$ cat src/rtl/voice_cmd_pkg.sv
package voice_cmd_pkg;

    localparam int NUM_CH = 8;
    localparam int BYTE_W = 8;

    localparam logic [BYTE_W-1:0] OP_START       = 8'h00;
    localparam logic [BYTE_W-1:0] OP_OPTION      = 8'h18;
    localparam logic [BYTE_W-1:0] OP_PHRASE_BASE = 8'h28;

    typedef enum logic [1:0] {
        CMD_NONE,
        CMD_OPTION,
        CMD_PHRASE,
        CMD_START
    } cmd_kind_e;

    typedef struct packed {
        cmd_kind_e  kind;
        logic [2:0] chan;
    } cmd_dec_t;

    typedef struct packed {
        logic              valid;
        logic              is_sub;
        logic [BYTE_W-1:0] data;
    } host_byte_t;

    function automatic cmd_dec_t decode_op(input logic [BYTE_W-1:0] op);
        cmd_dec_t d;
        d.chan = op[2:0];
        if (op == OP_START)
            d.kind = CMD_START;
        else if (op == OP_OPTION)
            d.kind = CMD_OPTION;
        else if (op[BYTE_W-1:3] == OP_PHRASE_BASE[BYTE_W-1:3])
            d.kind = CMD_PHRASE;
        else
            d.kind = CMD_NONE;
        return d;
    endfunction

endpackage

$ cat src/rtl/vc_byte_capture.sv
module vc_byte_capture
    import voice_cmd_pkg::*;
#(
    parameter int BW = BYTE_W
) (
    input  logic          clk,
    input  logic          rst,
    input  logic          serial_sel,
    input  logic          cs_n,
    input  logic          wr_n,
    input  logic          cmd_sel,
    input  logic [BW-1:0] bus_in,
    output host_byte_t    hb
);
    localparam int CNT_W = $clog2(BW + 2);
    localparam logic [CNT_W-1:0] CNT_FULL = CNT_W'(BW);
    localparam logic [CNT_W-1:0] CNT_OVER = CNT_W'(BW + 1);

    logic          wr_q;
    logic          sclk_q;
    logic [BW-1:0] par_lat;
    logic [BW-1:0] shreg;
    logic [CNT_W-1:0] bit_cnt;
    logic          wr_rise;
    logic          sclk_rise;

    assign wr_rise   = wr_n & ~wr_q;
    assign sclk_rise = serial_sel & ~cs_n & bus_in[BW-2] & ~sclk_q;

    always_ff @(posedge clk) begin
        if (rst) begin
            wr_q    <= 1'b1;
            sclk_q  <= 1'b0;
            par_lat <= '0;
            shreg   <= '0;
            bit_cnt <= '0;
        end else begin
            wr_q   <= wr_n;
            sclk_q <= bus_in[BW-2];
            if (!wr_n)
                par_lat <= bus_in;
            if (wr_rise) begin
                bit_cnt <= '0;
            end else if (sclk_rise) begin
                shreg <= {shreg[BW-2:0], bus_in[BW-1]};
                if (bit_cnt != CNT_OVER)
                    bit_cnt <= bit_cnt + 1'b1;
            end
        end
    end

    always_comb begin
        hb.valid  = wr_rise & ~cs_n & (~serial_sel | (bit_cnt == CNT_FULL));
        hb.is_sub = cmd_sel;
        hb.data   = serial_sel ? shreg : par_lat;
    end

endmodule

$ cat src/rtl/vc_cmd_exec.sv
module vc_cmd_exec
    import voice_cmd_pkg::*;
#(
    parameter int NCH = NUM_CH,
    parameter int BW  = BYTE_W
) (
    input  logic              clk,
    input  logic              rst,
    input  host_byte_t        hb,
    output logic [BW-1:0]     option,
    output logic [NCH*BW-1:0] phrase_addr,
    output logic [NCH-1:0]    load_req,
    output logic [NCH-1:0]    start_req,
    output logic [NCH-1:0]    start_pulse
);
    logic [BW-1:0] pending;
    logic [BW-1:0] phr_q [NCH];
    cmd_dec_t      dec;
    logic          is_cmd;

    assign dec    = decode_op(hb.data);
    assign is_cmd = hb.valid & ~hb.is_sub;

    always_comb begin
        start_req = '0;
        if (is_cmd && dec.kind == CMD_START)
            start_req = pending[NCH-1:0];
    end

    generate
        for (genvar k = 0; k < NCH; k++) begin : g_chan
            assign load_req[k] = is_cmd && (dec.kind == CMD_PHRASE) && (dec.chan == 3'(k));
            always_ff @(posedge clk) begin
                if (rst)
                    phr_q[k] <= '0;
                else if (load_req[k])
                    phr_q[k] <= pending;
            end
            assign phrase_addr[k*BW +: BW] = phr_q[k];
        end
    endgenerate

    always_ff @(posedge clk) begin
        if (rst) begin
            pending     <= '0;
            option      <= '0;
            start_pulse <= '0;
        end else begin
            start_pulse <= start_req;
            if (hb.valid && hb.is_sub)
                pending <= hb.data;
            if (is_cmd && dec.kind == CMD_OPTION)
                option <= pending;
        end
    end

endmodule

$ cat src/rtl/vc_chan_status.sv
module vc_chan_status
    import voice_cmd_pkg::*;
#(
    parameter int NCH = NUM_CH
) (
    input  logic             clk,
    input  logic             rst,
    input  logic [NCH-1:0]   start_req,
    input  logic [NCH-1:0]   load_req,
    input  logic [NCH-1:0]   phrase_end,
    input  logic             stat_mode,
    input  logic             serial_sel,
    input  logic             cs_n,
    input  logic             rd_n,
    input  logic             nib_upper,
    output logic [NCH-1:0]   busy,
    output logic [NCH-1:0]   bus_out,
    output logic             bus_oe,
    output logic [NCH/2-1:0] ser_status
);
    localparam int NIB = NCH / 2;

    logic [NCH-1:0] loaded;
    logic [NCH-1:0] stat;

    generate
        for (genvar k = 0; k < NCH; k++) begin : g_flag
            always_ff @(posedge clk) begin
                if (rst) begin
                    busy[k]   <= 1'b0;
                    loaded[k] <= 1'b0;
                end else begin
                    if (start_req[k])
                        busy[k] <= 1'b1;
                    else if (phrase_end[k])
                        busy[k] <= 1'b0;
                    if (start_req[k])
                        loaded[k] <= 1'b0;
                    else if (load_req[k])
                        loaded[k] <= 1'b1;
                end
            end
            assign stat[k] = stat_mode ? (busy[k] | ~loaded[k]) : busy[k];
        end
    endgenerate

    assign bus_out    = stat;
    assign bus_oe     = ~serial_sel & ~cs_n & ~rd_n;
    assign ser_status = nib_upper ? stat[NCH-1:NIB] : stat[NIB-1:0];

endmodule

$ cat src/rtl/voice_cmd_front.sv
module voice_cmd_front
    import voice_cmd_pkg::*;
#(
    parameter int NCH = NUM_CH,
    parameter int BW  = BYTE_W
) (
    input  logic              clk,
    input  logic              rst,
    input  logic              serial_sel,
    input  logic              cs_n,
    input  logic              wr_n,
    input  logic              rd_n,
    input  logic              cmd_sel,
    input  logic [BW-1:0]     bus_in,
    output logic [NCH-1:0]    bus_out,
    output logic              bus_oe,
    input  logic              nib_upper,
    input  logic              stat_mode,
    output logic [NCH/2-1:0]  ser_status,
    input  logic [NCH-1:0]    phrase_end,
    output logic [NCH-1:0]    start_pulse,
    output logic [NCH*BW-1:0] phrase_addr,
    output logic [BW-1:0]     option
);
    host_byte_t     hb;
    logic [NCH-1:0] load_req;
    logic [NCH-1:0] start_req;
    logic [NCH-1:0] busy_vec;

    vc_byte_capture #(.BW(BW)) u_capture (
        .clk        (clk),
        .rst        (rst),
        .serial_sel (serial_sel),
        .cs_n       (cs_n),
        .wr_n       (wr_n),
        .cmd_sel    (cmd_sel),
        .bus_in     (bus_in),
        .hb         (hb)
    );

    vc_cmd_exec #(.NCH(NCH), .BW(BW)) u_exec (
        .clk         (clk),
        .rst         (rst),
        .hb          (hb),
        .option      (option),
        .phrase_addr (phrase_addr),
        .load_req    (load_req),
        .start_req   (start_req),
        .start_pulse (start_pulse)
    );

    vc_chan_status #(.NCH(NCH)) u_status (
        .clk        (clk),
        .rst        (rst),
        .start_req  (start_req),
        .load_req   (load_req),
        .phrase_end (phrase_end),
        .stat_mode  (stat_mode),
        .serial_sel (serial_sel),
        .cs_n       (cs_n),
        .rd_n       (rd_n),
        .nib_upper  (nib_upper),
        .busy       (busy_vec),
        .bus_out    (bus_out),
        .bus_oe     (bus_oe),
        .ser_status (ser_status)
    );

endmodule

$ cat config.mk
export PLATFORM = sky130hd
export DESIGN_NAME = voice_cmd_front
export DESIGN_NICKNAME = d
export VERILOG_FILES = /design/src/rtl/voice_cmd_pkg.sv /design/src/rtl/vc_byte_capture.sv /design/src/rtl/vc_cmd_exec.sv /design/src/rtl/vc_chan_status.sv /design/src/rtl/voice_cmd_front.sv
export SDC_FILE = /design/constraint.sdc
export NUM_CORES = 1
export LEC_CHECK = 0
export ABC_AREA = 1
export CAP_MARGIN = 40
export CORE_MARGIN = 5
export CORE_UTILIZATION = 50
export DETAILED_ROUTE_END_ITERATION = 12
export GPL_TIMING_DRIVEN = 0
export PLACE_DENSITY = 0.91
export SLEW_MARGIN = 20
export SYNTH_ARGS = -nofsm -noshare
export SYNTH_HDL_FRONTEND = slang
export SYNTH_SLANG_ARGS = --single-unit
$ cat constraint.sdc
create_clock -name clk -period 2 [get_ports clk]
set_input_delay 0.4 -clock clk [delete_from_list [all_inputs] [get_ports clk]]
set_output_delay 0.4 -clock clk [all_outputs]
set_load 0.01 [all_outputs]
==> reports/qor.txt <==
Outcome - finished, violations left
Failing checks - negative setup slack
Final net count - 712
RSZ-0062 raised after global routing - yes
DR iter-0 viols - 433
Worst Hold Class - input port to register
Starting density of the core - 0.5160
Clock tree buffer depth - 2
Met2 WL post-DR - 8.381 mm
Filler Cell Count - 658
Combinational Power Share - 0.074
Synth Flop Type - edfxtp_1
Multi-input gate area - 1896 sq um
Final setup TNS - -0.6333 ns
TritonCTS buffer count - 17
Pins Over Slew Limit - 0
Worst Setup End Kind - register
Drt via density - 5.625
Min Tclk post-route - 2.047 ns
Syn_area_per_cell - 9.755 sq um
Highest metal used - met4
Final setup margin - -0.04698 ns
Max Fanout on Critical Path - 10
CORE AREA - 10420 sq um
Port bufs - 114
Synthesized flop and latch total - 126
Met3 wire len - 1.645 mm
DIE AREA - 12920 sq um
Fmax - 488.5 MHz
Fin Clk Skew - 0.006490 ns
Post-placement cell area - 6686 sq um
FF/Latch Area - 3163 sq um
Met1 Wirelength - 5.593 mm
Tightest Pin Transition - 0.5901 ns
Sequential fraction of the synthesis area - 0.5885
Slowest cell delay on critical path - 0.45 ns
Fin Hold WS - 0.2270 ns
Final Instance Area - 7487 sq um
Syn nets - 579
Final Wtd Congestion - 0.8795
Max Cap Viol - 0
Drt wl/cell - 19.71 microns
Sequential power share - 0.407
Post-route DRC - 0
Grt ovf - 0
CP max-delay cell - clkinvlp_4
HPWL after DPL - 9.862 mm
Antenna Violating Nets Remaining - 0
Post-synth EDFFs - 64
Final period util - 1.023
Clock Sinks - 126
Root Buffer - clkbuf_8
CP delay by family, top - buffers and inverters
CTS tree - yes
Area growth syn-to-layout - 39.29%
Io pins - 118
Max IR drop VDD - 0.5659 mV
GRT Total Usage - 0.2463
WP data arrival - 2.25 ns
Synth warn - 0
Yosys cell types - 35
Die W - 113.7 microns
Cell taking the most area after synthesis - edfxtp_1
Router iterations before antenna repair - 5
Final Hold Viols - 0
Vias - 4686
CP most frequent cell - clkbuf_1
Clock Pin Slew Worst Setup and Hold Paths - 0.06 ns
Synth top cells by count - 84 x nand2_1, 79 x nor2_1, 64 x edfxtp_1, 64 x inv_1, 62 x dfxtp_1
Asr flop ratio synth - 0
Switching share of power - 0.2192
CP required - 2.21 ns
Clk Latency, worst-skew pair - 0.54 ns
Layout cell share with drive strength beyond 1 - 0.1722
First-pass GRT wire length - 24.08 mm
Placed insts - 801
PwrDens - 920.3 nW/um^2
Synth top area share - 0.3575
Net Switching - 1.510 mW
Setup crit start kind - input port
Buf+Inv Stages, Crit Path - 4
Vias in the first global route - 4587
Top cells by area, synth - edfxtp_1 36%, dfxtp_1 23%, nand2_1 5.9%
Core Rows - 37
Share of power burned in the clock network - 0.519
Leakage power - 2.997 nW
Final Setup Violations - 16
Internal - 5.380 mW
Final std cells w/o fill - 833
ANT cells - 0
Final WL - 16.42 mm
Largest net degree at the start of global routing - 17
Initial antenna violation count - 0
Crit path cell chain - clkbuf_1 > clkinvlp_4 > clkbuf_1 > buf_2 > nand2_1
Most numerous cell in the Yosys netlist - nand2_1
Post-Syn Area - 5375 sq um
Die height - 113.7 microns
Critical path class - input port to register
Relative slew slack - 0.6066
H-tree depth - 4
Mapped Cells - 551
==> sequential cells by signal, indices dropped and copies added (netlist names) <==
name                cells
u_capture.wr_q          1
u_capture.bit_cnt       4
u_capture.par_lat       8
u_exec.option           8
u_exec.pending          8
u_exec.start_pulse      8
u_capture.sclk_q        1
u_status.busy           8
u_status.loaded         8
u_capture.shreg         8
u_exec.phr_q           64
==> through the flow <==
| stage | setup slack, ns | utilization | power [mW] |
|---|---|---|---|
| after floorplan | 0.1753 | - | 3.109 |
| after global placement | -0.4744 | 0.6419 | 3.324 |
| after detailed placement | -0.5328 | 0.6419 | 3.342 |
| after CTS | -0.002873 | 0.7098 | 6.857 |
| after global routing | -0.1095 | 0.7188 | 7.045 |
| final | -0.04698 | 0.7188 | 6.890 |
==> timing repair <==
action	4_1_cts	5_1_grt
setup buffers	0	0
gates cloned	0	0
gates resized for setup	28	28
hold buffers	0	0
endpoints found under the setup margin	61	59
pin swaps	1	5
==> cells by family after synthesis <==
logic type | count (synthesis) | synth area share
AND/OR/NAND/NOR | 252 | 0.2509
adder cells (fa/ha/maj) | 3 | 0.006984
buffers and inverters | 97 | 0.08287
flip-flops | 126 | 0.5885
AO/OA/AOI/OAI | 73 | 0.07076
==> path summary, 6_finish.rpt <==
kind                              from              endpoint  slack (ns)  cells after the start
setup / recovery                   rst   u_exec.phr_q[0][11]       -0.05                      5
hold / removal                    wr_n  u_capture.par_lat[5]        0.23                      3
setup reg to reg  u_capture.bit_cnt[0]    u_exec.phr_q[1][6]        0.04                      9
hold reg to reg       u_status.busy[3]      u_status.busy[3]        0.47                      2
==> layer usage <==
metal / vias to the layer above / GRT usage
met5: - / 0
met4: 0 / 0.1434
met3: 89 / 0.07321
met2: 339 / 0.4366
met1: 2201 / 0.2575
li1: 2057 / -
==> cell type report <==
class	count	share of cell area
buffer	22	0.02239
tap	136	0.02273
timing repair buffer	114	0.1491
clock buffer	17	0.05531
multi-input combinational	328	0.2532
inverter	75	0.03944
clock inverter	15	0.03543
sequential	126	0.4225
==> worst min-delay path: cells and delay by family <==
family | cells | cell delay (ns)
AOI/OAI and AO/OA | 2 | 0.19
buffers and inverters | 1 | 0.13
==> cells in the final DEF (no fill, tap or decap), types with 3 or more instances in the layout <==
cell type | netlist | routed
edfxtp_1 | 64 | 64
nand3_1 | 12 | 6
nor2_2 | 5 | 5
nor3_1 | 25 | 18
nor3_2 | 2 | 9
nand2_1 | 84 | 78
clkbuf_16 | 0 | 16
nand3_2 | 10 | 16
clkbuf_1 | 11 | 10
nor2_1 | 79 | 79
buf_6 | 6 | 6
clkdlybuf4s50_1 | 0 | 100
bufinv_16 | 0 | 7
nand2_4 | 4 | 10
dfxtp_1 | 62 | 62
o21ai_0 | 27 | 26
ha_1 | 3 | 3
dlygate4sd2_1 | 0 | 12
nand4_4 | 6 | 6
nand2_2 | 14 | 14
o21bai_2 | 0 | 3
inv_1 | 64 | 63
clkinv_1 | 8 | 10
a21oi_1 | 39 | 37
clkbuf_2 | 0 | 3
==> power by group through the flow <==
stage | clock network (mW) | logic, mW | registers, mW
after floorplan | 0 | 0.232 | 2.88
after global placement | 0 | 0.469 | 2.86
after detailed placement | 0 | 0.484 | 2.86
after CTS | 3.56 | 0.490 | 2.80
after global routing | 3.69 | 0.542 | 2.81
final | 3.58 | 0.510 | 2.81
Note: power is estimated with default switching activity, not from simulation.
